<file path="src/rtl/rxf_pkg.sv">
package rxf_pkg;

  // Position of the counter relative to its end points.
  typedef enum logic [1:0] {
    LVL_MID  = 2'd0,
    LVL_BOT  = 2'd1,
    LVL_TOP  = 2'd2
  } rxf_lvl_e;

  // Classify a counter value against the top end point.
  function automatic rxf_lvl_e rxf_classify(input int unsigned value,
                                            input int unsigned top);
    if (value == 0)        return LVL_BOT;
    else if (value == top) return LVL_TOP;
    else                   return LVL_MID;
  endfunction

endpackage

</file>
<file path="src/rtl/rxf_sync.sv">
module rxf_sync #(
  parameter int STAGES    = 2,
  parameter bit RESET_VAL = 1'b1
) (
  input  logic clk,
  input  logic rst,
  input  logic d_i,
  output logic q_o
);

  logic [STAGES-1:0] chain;

  generate
    for (genvar g = 0; g < STAGES; g++) begin : g_stage
      if (g == 0) begin : g_first
        always_ff @(posedge clk) begin
          if (rst) chain[g] <= RESET_VAL;
          else     chain[g] <= d_i;
        end
      end else begin : g_next
        always_ff @(posedge clk) begin
          if (rst) chain[g] <= RESET_VAL;
          else     chain[g] <= chain[g-1];
        end
      end
    end
  endgenerate

  assign q_o = chain[STAGES-1];

endmodule

</file>
<file path="src/rtl/rxf_sat_cnt.sv">
module rxf_sat_cnt
  import rxf_pkg::*;
#(
  parameter int CNT_W = 4
) (
  input  logic             clk,
  input  logic             rst,
  input  logic             up_i,
  output logic [CNT_W-1:0] cnt_o,
  output rxf_lvl_e         lvl_o
);

  localparam logic [CNT_W-1:0] CNT_TOP = {CNT_W{1'b1}};
  localparam logic [CNT_W-1:0] CNT_BOT = '0;

  logic [CNT_W-1:0] cnt_q;
  logic [CNT_W-1:0] cnt_d;

  always_comb begin
    cnt_d = cnt_q;
    if (up_i) begin
      if (cnt_q != CNT_TOP) cnt_d = cnt_q + 1'b1;
    end else begin
      if (cnt_q != CNT_BOT) cnt_d = cnt_q - 1'b1;
    end
  end

  always_ff @(posedge clk) begin
    if (rst) cnt_q <= CNT_TOP;
    else     cnt_q <= cnt_d;
  end

  assign cnt_o = cnt_q;
  assign lvl_o = rxf_classify(int'(cnt_q), int'(CNT_TOP));

  // no wrap at either end
  assert_no_overflow_R4: assert property (@(posedge clk) disable iff (rst)
    (cnt_q == CNT_TOP && up_i) |=> (cnt_q == CNT_TOP));
  assert_no_underflow_R4: assert property (@(posedge clk) disable iff (rst)
    (cnt_q == CNT_BOT && !up_i) |=> (cnt_q == CNT_BOT));
  // direction follows the sample
  assert_count_up_R2: assert property (@(posedge clk) disable iff (rst)
    up_i |=> (cnt_q >= $past(cnt_q)));
  assert_count_down_R2: assert property (@(posedge clk) disable iff (rst)
    !up_i |=> (cnt_q <= $past(cnt_q)));

endmodule

</file>
<file path="src/rtl/rxf_out_latch.sv">
module rxf_out_latch
  import rxf_pkg::*;
(
  input  logic     clk,
  input  logic     rst,
  input  rxf_lvl_e lvl_i,
  output logic     out_o,
  output logic     edge_o
);

  logic out_q;
  logic edge_q;
  logic out_d;

  always_comb begin
    unique case (lvl_i)
      LVL_TOP: out_d = 1'b1;
      LVL_BOT: out_d = 1'b0;
      default: out_d = out_q;
    endcase
  end

  always_ff @(posedge clk) begin
    if (rst) begin
      out_q  <= 1'b1;
      edge_q <= 1'b0;
    end else begin
      out_q  <= out_d;
      edge_q <= (out_d != out_q);
    end
  end

  assign out_o  = out_q;
  assign edge_o = edge_q;

  // intermediate counter values never move the output
  assert_hold_mid_R5: assert property (@(posedge clk) disable iff (rst)
    (lvl_i == LVL_MID) |=> $stable(out_q));
  // end points force the level
  assert_set_top_R3: assert property (@(posedge clk) disable iff (rst)
    (lvl_i == LVL_TOP) |=> out_q);
  assert_clr_bot_R3: assert property (@(posedge clk) disable iff (rst)
    (lvl_i == LVL_BOT) |=> !out_q);
  // strobe marks changes only
  assert_edge_on_change_R9: assert property (@(posedge clk) disable iff (rst)
    (out_q != $past(out_q)) |-> edge_q);
  assert_edge_only_change_R9: assert property (@(posedge clk) disable iff (rst)
    edge_q |-> (out_q != $past(out_q)));

endmodule

</file>
<file path="src/rtl/rxf_glitch_filter.sv">
module rxf_glitch_filter
  import rxf_pkg::*;
#(
  parameter int SYNC_STAGES = 2,
  parameter int CNT_W       = 4
) (
  input  logic clk,
  input  logic rst,
  input  logic rx_in,
  output logic rx_out,
  output logic rx_edge
);

  logic             rx_sync;
  logic [CNT_W-1:0] cnt;
  rxf_lvl_e         lvl;

  rxf_sync #(
    .STAGES    (SYNC_STAGES),
    .RESET_VAL (1'b1)
  ) u_sync (
    .clk (clk),
    .rst (rst),
    .d_i (rx_in),
    .q_o (rx_sync)
  );

  rxf_sat_cnt #(
    .CNT_W (CNT_W)
  ) u_cnt (
    .clk   (clk),
    .rst   (rst),
    .up_i  (rx_sync),
    .cnt_o (cnt),
    .lvl_o (lvl)
  );

  rxf_out_latch u_latch (
    .clk    (clk),
    .rst    (rst),
    .lvl_i  (lvl),
    .out_o  (rx_out),
    .edge_o (rx_edge)
  );

  // a swing needs many clocks, so strobes never touch
  assert_edge_single_R9: assert property (@(posedge clk) disable iff (rst)
    rx_edge |=> !rx_edge);
  // output agrees with the counter whenever the counter sits at an end
  assert_out_tracks_end_R3: assert property (@(posedge clk) disable iff (rst)
    (cnt == '0) |=> !rx_out);

endmodule

</file>
<file path="config.mk">
export PLATFORM = sky130hd
export DESIGN_NAME = rxf_glitch_filter
export DESIGN_NICKNAME = d
export VERILOG_FILES = /design/src/rtl/rxf_pkg.sv /design/src/rtl/rxf_sync.sv /design/src/rtl/rxf_sat_cnt.sv /design/src/rtl/rxf_out_latch.sv /design/src/rtl/rxf_glitch_filter.sv
export SDC_FILE = /design/constraint.sdc
export NUM_CORES = 1
export LEC_CHECK = 0
export ABC_AREA = 1
export BUFFER_PORTS_ARGS = -buffer_cell sky130_fd_sc_hd__clkbuf_2
export CAP_MARGIN = 40
export CORE_AREA = 2 2 39 41
export CTS_BUF_LIST = sky130_fd_sc_hd__clkbuf_4
export DETAILED_ROUTE_END_ITERATION = 16
export DIE_AREA = 0 0 41 43
export GPL_ROUTABILITY_DRIVEN = 0
export REMOVE_ABC_BUFFERS = 1
export SETUP_SLACK_MARGIN = 0.4
export SKIP_CTS_REPAIR_TIMING = 1
export SYNTH_ARGS = -nofsm -noshare
export SYNTH_HDL_FRONTEND = slang
export SYNTH_HIERARCHICAL = 1
export SYNTH_SLANG_ARGS = --single-unit
</file>
<file path="constraint.sdc">
create_clock -name clk -period 1.8 [get_ports clk]
set_input_delay 0.36 -clock clk [delete_from_list [all_inputs] [get_ports clk]]
set_output_delay 0.36 -clock clk [all_outputs]
set_load 0.01 [all_outputs]
</file>
==> reports/qor.txt, run 1 <==
Initial DRC Count - 4
Fin Clk Skew - 0.0003386 ns
part of the power in registers - 0.371
design area - 508.0 sq um
worst path required time - 1.94 ns
pre-CTS setup slack - 0.3178 ns
Reg-to-Reg End - u_latch/edge_o$_SDFF_PP0_
Final ANT Viol Nets - 0
Worst slew margin - 0.7893
Final Hold Vio Count - 0
unrepaired setup endpoints after global routing - no
Hold WS - 0.2840 ns
TritonRoute pass-1 iters - 4
Leakage - 0.2890 nW
P per Cell Area - 1552 nW/um^2
Critical Path Source - u_cnt/cnt_o[3]$_SDFFE_PP1P_
Tcrit/Tclk final - 0.7299
Post-synth top cells - nand2_1, inv_1, dfxtp_1
area share of the largest cell type after synthesis - 0.3754
CP endpoint kind - register
Detailed Route WL - 706 microns
Netlist cell types - 13
Syn Std Cell Area - 426.7 sq um
Clock Latency Late Sink - 0.25 ns
fillers - 150
worst endpoint data arrival time - 1.46 ns
DP HPWL - 551.6 microns
Critical Path End - u_latch/edge_o$_SDFF_PP0_
Worst Tran Pin Value - 0.3160 ns
H-tree Lvls - 1
Ys Warns - 6
Storage cell area - 163.9 sq um
P_int - 469.4 uW
Initial Util - 0.3083
Post-DP Area - 466.7 sq um
P&R area growth vs syn - 19.06%
startpoint types - register
total global routing overflow - 0
Slew Viols, Final - 0
GRT Overall Usage - 0.1118
io pins - 5
via count - 379
setup TNS - 0 ns
Port Buffers - 4
Tmin final - 1.314 ns
share of layout cells above drive strength 1 - 0.1594
largest cells by area after synthesis - dfxtp_1, nand2_1, inv_1
Max VDD drop - 0.6167 mV
Multi-input gate area - 234.0 sq um
pin count of the biggest net entering global routing - 7
combinational share of power - 0.458
register area share after synthesis - 0.3754
CTS Root Cell - clkbuf_4
critical path class - reg2reg
Mapped Avg Cell Area - 6.882 sq um
diode count - 0
first-pass GRT wire length - 1304 microns
Die ar. - 1763 sq um
TritonCTS clock tree - done
path depth of the worst reg2reg path - 8
ys flop type - dfxtp_1
CP Max Fanout - 4
synthesized flop and latch total - 8
Setup violations, final - 0
clk buf depth - 2
reg-to-reg startpoint - u_cnt/cnt_o[3]$_SDFFE_PP1P_
width of the die - 41 microns
max-cap violations - 0
f_max - 0.7611 GHz
Net Switching - 318.8 uW
drt drc - 0
Post-synth EDFFs - 0
most frequent cell after synthesis - nand2_1
Sw Ratio - 0.4045
# rows - 14
status - completed
Clock power frac - 0.171
clk sinks - 8
Via density - 4.459
flop-to-flop setup slack - 0.49 ns
CTS Buf Count - 3
vias in the first global route - 351
Gate Count Post-Synth - 62
initial antenna violation count - 0
hold crit path type - in2reg
Synth area leader - dfxtp_1
FFs w/ async S/R, synth - 0
Core ar. - 1384 sq um
post-DR wirelength/cell - 8.306 microns
clk slew on worst S/H paths - 0.05 ns
final worst slack - 0.4862 ns
Die Ht - 43 microns
nets - 78
cell usage in the layout, fill, tap and decap left out:
master    synthesis  layout
nand2_1          23      23
inv_1            12      11
dfxtp_1           8       7
clkbuf_2          0       4
nor2_1            4       4
clkbuf_4          0       3
nand3_1           3       3
o21ai_1           2       2
a21oi_1           2       2
ha_1              3       2
inv_4             0       1
nor2_2            1       1
a31oi_1           1       1
xor2_1            1       1
or2_1             1       1
fa_1              1       1
ha_4              0       1
dfxtp_4           0       1
cells by family after synthesis:
kind of cell	after synthesis	synth area share
AOI/OAI and AO/OA	5	0.06159
xor gates and xnor gates	1	0.02053
adders and majority gates	4	0.1349
buffers and inverters	12	0.1056
DFF	8	0.3754
and+or+nand+nor	32	0.3020
power groups by stage:
stage,registers (mW),clock network (mW),logic [mW]
5_1_grt,0.304,0.150,0.428
3_3_place_gp,0.295,0,0.344
4_1_cts,0.292,0.141,0.354
2_1_floorplan,0.293,0,0.277
6_report,0.293,0.135,0.361
3_5_place_dp,0.296,0,0.352
worst min-delay path by stage:
| stage | startpoint | to | slack (ns) | depth (start not counted) |
|---|---|---|---|---|
| after floorplan | u_sync/chain[0]$_SDFF_PP1_ | u_sync/q_o$_SDFF_PP1_ | 0.39 | 2 |
| after global placement | u_sync/chain[0]$_SDFF_PP1_ | u_sync/q_o$_SDFF_PP1_ | 0.39 | 2 |
| after detailed placement | u_sync/chain[0]$_SDFF_PP1_ | u_sync/q_o$_SDFF_PP1_ | 0.40 | 2 |
| after CTS | rx_in | u_sync/chain[0]$_SDFF_PP1_ | 0.28 | 3 |
| after global routing | rx_in | u_sync/chain[0]$_SDFF_PP1_ | 0.29 | 3 |
| final | rx_in | u_sync/chain[0]$_SDFF_PP1_ | 0.28 | 3 |
metal layers:
metal	track usage	routed length, microns	part of all wire	vias to the layer above
met4	0.1000	25	0.035	0
met3	0.01571	26	0.037	4
met1	0.1429	327	0.46	162
met5	0	0	0	-
met2	0.1531	326	0.46	9
li1	-	-	-	204
registers in the layout, summed over array words and instances (netlist names):
| register | flops |
|---|---|
| u_latch/edge_o | 1 |
| u_sync/chain | 1 |
| u_sync/q_o | 1 |
| u_cnt/cnt_o | 4 |
| u_latch/out_o | 1 |
layout make-up:
| type | instances | area share |
|---|---|---|
| clock buffers | 3 | 0.04433 |
| inverters | 12 | 0.09360 |
| multi-input cells | 42 | 0.4606 |
| flip-flops and latches | 8 | 0.3227 |
| well taps | 16 | 0.03941 |
| repair buffers | 4 | 0.03941 |
per-stage QoR:
stage | instances | total power, mW | utilization
2_1_floorplan | 62 | 0.5696 | -
3_3_place_gp | 82 | 0.6384 | 0.3373
3_5_place_dp | 82 | 0.6472 | 0.3373
4_1_cts | 85 | 0.7872 | 0.3535
5_1_grt | 85 | 0.8816 | 0.3671
6_report | 85 | 0.7882 | 0.3671
critical path, cell delays in order (launching register included):
cell and delay [ns]:
dfxtp_1 0.33, nor2_1 0.15, nand2_1 0.09, inv_1 0.06
inv_1 0.03, ha_1 0.30, inv_1 0.06, a21oi_1 0.13
nor2_1 0.06
No activity file was read; power rests on OpenSTA's default activity.
==> run 2: changes to the inputs <==
==> constraint.sdc (replaced) <==
create_clock -name clk -period 1.3 [get_ports clk]
set_input_delay 0.26 -clock clk [delete_from_list [all_inputs] [get_ports clk]]
set_output_delay 0.26 -clock clk [all_outputs]
set_load 0.01 [all_outputs]
==> reports/qor.txt, run 2 (synthesized netlist as in run 1, its figures left out) <==
worst path required time - 1.42 ns (was 1.94 ns)
Core ar. - 1384 sq um (unchanged)
Die ar. - 1763 sq um (unchanged)
total global routing overflow - 0 (unchanged)
routing usage on met3 - 0.01571 (unchanged)
CTS Root Cell - clkbuf_4 (unchanged)
TritonRoute pass-1 iters - 4 (unchanged)
pin count of the biggest net entering global routing - 6 (was 7)
Initial DRC Count - 7 (was 4)
fillers - 147 (was 150)
post-DR wirelength/cell - 9.705 microns (was 8.306 microns)
diode count - 0 (unchanged)
# rows - 14 (unchanged)
Max VDD drop - 0.8088 mV (was 0.6167 mV)
drt drc - 0 (unchanged)
TritonCTS clock tree - done (unchanged)
clk sinks - 8 (unchanged)
Tcrit/Tclk final - 0.9366 (was 0.7299)
crit-path max cell delay - 0.35 ns (was 0.33 ns)
most common cell after layout, fill and taps aside - nand2_1 (unchanged)
io pins - 5 (unchanged)
max-cap violations - 0 (unchanged)
CP Max Fanout - 4 (unchanged)
initial antenna violation count - 0 (unchanged)
Clock Latency Late Sink - 0.24 ns (was 0.25 ns)
Port Buffers - 4 (unchanged)
met1 usage - 0.1340 (was 0.1429)
Slew Viols, Final - 0 (unchanged)
GRT busiest layer - met2 (unchanged)
startpoint types - register (unchanged)
CTS Buf Count - 3 (unchanged)
Final ANT Viol Nets - 0 (unchanged)
critical path class - reg2reg (unchanged)
f_max - 0.8213 GHz (was 0.7611 GHz)
clk slew on worst S/H paths - 0.05 ns (about the same)
Detailed Route WL - 922 microns (was 706 microns)
global routing usage on met2 - 0.1656 (was 0.1531)
commonest non-fill, non-tap cells in the layout - nand2_1, buf_4, inv_1 (was nand2_1, inv_1, dfxtp_1)
Worst slew margin - 0.7632 (was 0.7893)
P per Cell Area - 2146 nW/um^2 (was 1552 nW/um^2)
crit-path leading delay family - flip-flops (unchanged)
Setup violations, final - 0 (unchanged)
Post-DP Area - 511.7 sq um (was 466.7 sq um)
Leakage - 0.3388 nW (was 0.2890 nW)
Via density - 4.526 (was 4.459)
Final Hold Vio Count - 0 (unchanged)
nets - 88 (was 78)
setup TNS - 0 ns (unchanged)
unrepaired setup endpoints after global routing - yes (was no)
Fin Clk Skew - 0.003522 ns (was 0.0003386 ns)
via count - 430 (was 379)
first-pass GRT wire length - 1331 microns (was 1304 microns)
CP bufs+invs - 2 (was 3)
CP endpoint kind - register (unchanged)
DP HPWL - 598.1 microns (was 551.6 microns)
Worst Tran Pin Value - 0.3552 ns (was 0.3160 ns)
status - completed (unchanged)
clk buf depth - 2 (unchanged)
Tmin final - 1.218 ns (was 1.314 ns)
Die Ht - 43 microns (unchanged)
slowest library cell on the worst path - dfxtp_2 (was dfxtp_1)
P&R area growth vs syn - 53.96% (was 19.06%)
Critical Path Most Common Cell - nand2_1 (was inv_1)
max reg flops - 4 (unchanged)
hold crit path type - in2reg (unchanged)
worst endpoint data arrival time - 1.34 ns (was 1.46 ns)
GRT Overall Usage - 0.1070 (was 0.1118)
share of layout cells above drive strength 1 - 0.4937 (was 0.1594)
design area - 656.9 sq um (was 508.0 sq um)
sequence of cells on the critical path - inv_4 -> buf_6 -> ha_4 -> nand2_1 -> nand2_1 -> nand3_1 -> nand3_1 -> nand2_1 (was nor2_1 -> nand2_1 -> inv_1 -> inv_1 -> ha_1 -> inv_1 -> a21oi_1 -> nor2_1)
vias in the first global route - 380 (was 351)
H-tree Lvls - 1 (unchanged)
Hold WS - 0.1914 ns (was 0.2840 ns)
Initial Util - 0.3083 (unchanged)
width of the die - 41 microns (unchanged)
run 2: cell count changes in the layout (fill, tap and decap cells not counted), moves of 3 or more:
cell and change:
dfxtp_2 +5, buf_4 +9, dfxtp_1 -5, nor2_1 -3, inv_1 -3, inv_2 +3
run 2: metrics by stage:
step | std cells | total power, mW | setup WS (ns) | util
2_1_floorplan | 62 | 0.7886 | -0.03087 | -
3_3_place_gp | 88 | 0.9535 | -0.01575 | 0.3698
3_5_place_dp | 88 | 0.9505 | -0.05021 | 0.3698
4_1_cts | 91 | 1.150 | -0.04638 | 0.3861
5_1_grt | 95 | 1.533 | 0.008018 | 0.4747
6_report | 95 | 1.410 | 0.08248 | 0.4747
run 2: worst paths after layout:
kind                              start                     endpoint  slack (ns)  cells after the start
max               u_sync/q_o$_SDFF_PP1_  u_cnt/cnt_o[3]$_SDFFE_PP1P_        0.08                      8
min                               rx_in   u_sync/chain[0]$_SDFF_PP1_        0.19                      3
max reg2reg       u_sync/q_o$_SDFF_PP1_  u_cnt/cnt_o[3]$_SDFFE_PP1P_        0.08                      8
min reg2reg  u_sync/chain[0]$_SDFF_PP1_        u_sync/q_o$_SDFF_PP1_        0.41                      2
run 2: cell type report:
class	count	area (sq um)	area share
Multi-Input combinational cell	42	291.5	0.4438
Sequential cell	8	170.2	0.2590
Timing Repair Buffer	14	105.1	0.1600
Clock buffer	3	22.52	0.03429
Inverter	12	47.55	0.07238
Tap cell	16	20.02	0.03048
run 2: metal layers:
| layer | routed length, microns | part of all wire |
|---|---|---|
| met5 | 0 | 0 |
| met4 | 14 | 0.015 |
| met3 | 27 | 0.029 |
| met1 | 378 | 0.41 |
| met2 | 501 | 0.54 |
run 2: worst register-to-register path, stage by stage (launching register included):
cell and delay (ns):
dfxtp_2 0.35, inv_4 0.06, buf_6 0.12, ha_4 0.25
nand2_1 0.04, nand2_1 0.08, nand3_1 0.07, nand3_1 0.08
nand2_1 0.05
run 2: report_power, final:
part	total, mW	switching [mW]	internal [mW]
Clock	0.180	0.0752	0.105
Sequential	0.440	0.0926	0.347
Combinational	0.789	0.398	0.391
==> run 3: changes to the inputs <==
--- a/config.mk
+++ b/config.mk
@@ -8,11 +8,15 @@
 export ABC_AREA = 1
 export BUFFER_PORTS_ARGS = -buffer_cell sky130_fd_sc_hd__clkbuf_2
 export CAP_MARGIN = 40
-export CORE_AREA = 2 2 39 41
+export CELL_PAD_IN_SITES_DETAIL_PLACEMENT = 1
+export CELL_PAD_IN_SITES_GLOBAL_PLACEMENT = 2
+export CORE_MARGIN = 2
+export CORE_UTILIZATION = 31
 export CTS_BUF_LIST = sky130_fd_sc_hd__clkbuf_4
 export DETAILED_ROUTE_END_ITERATION = 16
-export DIE_AREA = 0 0 41 43
 export GPL_ROUTABILITY_DRIVEN = 0
+export PLACE_DENSITY_LB_ADDON = 0.1
+export RECOVER_POWER = 50
 export REMOVE_ABC_BUFFERS = 1
 export SETUP_SLACK_MARGIN = 0.4
 export SKIP_CTS_REPAIR_TIMING = 1
==> reports/qor.txt, run 3 (synthesized netlist as in run 1, its figures left out) <==
via count - 420 (was 430)
Detailed Route WL - 1048 microns (was 922 microns)
Multi-input gate area - 282.8 sq um (was 291.5 sq um)
total global routing overflow - 0 (unchanged)
f_max - 0.7856 GHz (was 0.8213 GHz)
Final ANT Viol Nets - 0 (unchanged)
Final Hold Vio Count - 0 (unchanged)
status - completed (unchanged)
diode count - 0 (unchanged)
hold crit path type - in2reg (unchanged)
vias in the first global route - 344 (was 380)
critical path class - reg2reg (unchanged)
Fin Clk Skew - 0.002059 ns (was 0.003522 ns)
worst endpoint data arrival time - 1.41 ns (was 1.34 ns)
CP Max Fanout - 4 (unchanged)
P&R area growth vs syn - 52.20% (was 53.96%)
clk buf depth - 2 (unchanged)
Design Power - 1.481 mW (was 1.410 mW)
io pins - 5 (unchanged)
Max VDD drop - 1.100 mV (was 0.8088 mV)
P per Cell Area - 2280 nW/um^2 (was 2146 nW/um^2)
Tmin final - 1.273 ns (was 1.218 ns)
TritonCTS clock tree - done (unchanged)
pin count of the biggest net entering global routing - 6 (unchanged)
worst path required time - 1.44 ns (was 1.42 ns)
Port Buffers - 4 (unchanged)
Initial DRC Count - 2 (was 7)
clk slew on worst S/H paths - 0.05 ns (about the same)
DP HPWL - 741.2 microns (was 598.1 microns)
Die Ht - 41.10 microns (was 43 microns)
Clock Latency Late Sink - 0.25 ns (was 0.24 ns)
CTS Root Cell - clkbuf_4 (unchanged)
H-tree Lvls - 1 (unchanged)
Worst Tran Pin Value - 0.2035 ns (was 0.3552 ns)
TritonRoute pass-1 iters - 2 (was 4)
Leakage - 0.3407 nW (was 0.3388 nW)
most common cell after layout, fill and taps aside - nand2_1 (unchanged)
# rows - 13 (was 14)
Slew Viols, Final - 0 (unchanged)
width of the die - 41.10 microns (was 41 microns)
startpoint types - register (unchanged)
GRT Overall Usage - 0.1389 (was 0.1070)
max reg flops - 4 (unchanged)
Via density - 4.468 (was 4.526)
Tcrit/Tclk final - 0.9792 (was 0.9366)
Hold WS - 0.1807 ns (was 0.1914 ns)
Worst slew margin - 0.8643 (was 0.7632)
CTS Buf Count - 3 (unchanged)
share of layout cells above drive strength 1 - 0.4051 (was 0.4937)
Die ar. - 1689 sq um (was 1763 sq um)
drt drc - 0 (unchanged)
commonest non-fill, non-tap cells in the layout - nand2_1, inv_1, buf_4 (was nand2_1, buf_4, inv_1)
fillers - 183 (was 147)
Setup violations, final - 0 (unchanged)
max-cap violations - 0 (unchanged)
unrepaired setup endpoints after global routing - yes (unchanged)
post-DR wirelength/cell - 11.15 microns (was 9.705 microns)
first-pass GRT wire length - 1449 microns (was 1331 microns)
clk sinks - 8 (unchanged)
CP endpoint kind - register (unchanged)
Storage cell area - 171.4 sq um (was 170.2 sq um)
Core ar. - 1301 sq um (was 1384 sq um)
fin util - 0.4990 (was 0.4747)
Initial Util - 0.3279 (was 0.3083)
initial antenna violation count - 0 (unchanged)
nets - 88 (unchanged)
[run 3: cell types whose count changed in the layout (fill, tap and decap cells not counted), sizes merged]
cell	change
clkbuf	+1
buf	-1
[run 3: report_power, final]
| part | switching (mW) | internal [mW] |
|---|---|---|
| sequential | 0.0976 | 0.350 |
| clock | 0.0821 | 0.106 |
| combinational | 0.417 | 0.429 |
[run 3: routing by layer]
layer / vias to the layer above / global-route usage / share of wire
li1: 222 / - / -
met1: 194 / 0.1836 / 0.47
met2: 2 / 0.2070 / 0.51
met3: 2 / 0.01630 / 0.015
met4: 0 / 0.09677 / 0.0038
met5: - / 0 / 0
[run 3: final timing paths]
check,startpoint,endpoint,slack (ns),depth (start not counted)
max,u_sync/q_o$_SDFF_PP1_,u_cnt/cnt_o[3]$_SDFFE_PP1P_,0.03,9
max reg2reg,u_sync/q_o$_SDFF_PP1_,u_cnt/cnt_o[3]$_SDFFE_PP1P_,0.03,9
min reg2reg,u_sync/chain[0]$_SDFF_PP1_,u_sync/q_o$_SDFF_PP1_,0.41,2
min,rx_in,u_sync/chain[0]$_SDFF_PP1_,0.18,3
[run 3: critical path, cell delays in order (launching register included)]
cell and delay [ns]:
dfxtp_2 0.35, inv_4 0.05, buf_6 0.12, ha_1 0.28, nand2_1 0.06, nand2_1 0.06
nand2_1 0.07, nand2_1 0.05, nand3_1 0.07, nand2_1 0.05
[run 3: stage by stage]
stage                     setup TNS, ns  setup WS [ns]  instances  area [sq um]
after floorplan                -0.03087       -0.03087         62         426.7
after global placement         -0.02444       -0.01630         87         510.5
after detailed placement       -0.06618       -0.04122         87         510.5
after CTS                       -0.1105       -0.06411         90         533.0
after global routing            -0.1191       -0.07233         94         649.4
final                                 0        0.02709         94         649.4
[run 3: area by class of cell]
type / count / area share
sequential: 8 / 0.2640
multi-input combinational: 42 / 0.4355
inverter: 12 / 0.07322
tap: 15 / 0.02890
clock buffer: 3 / 0.03468
timing repair buffer: 14 / 0.1638
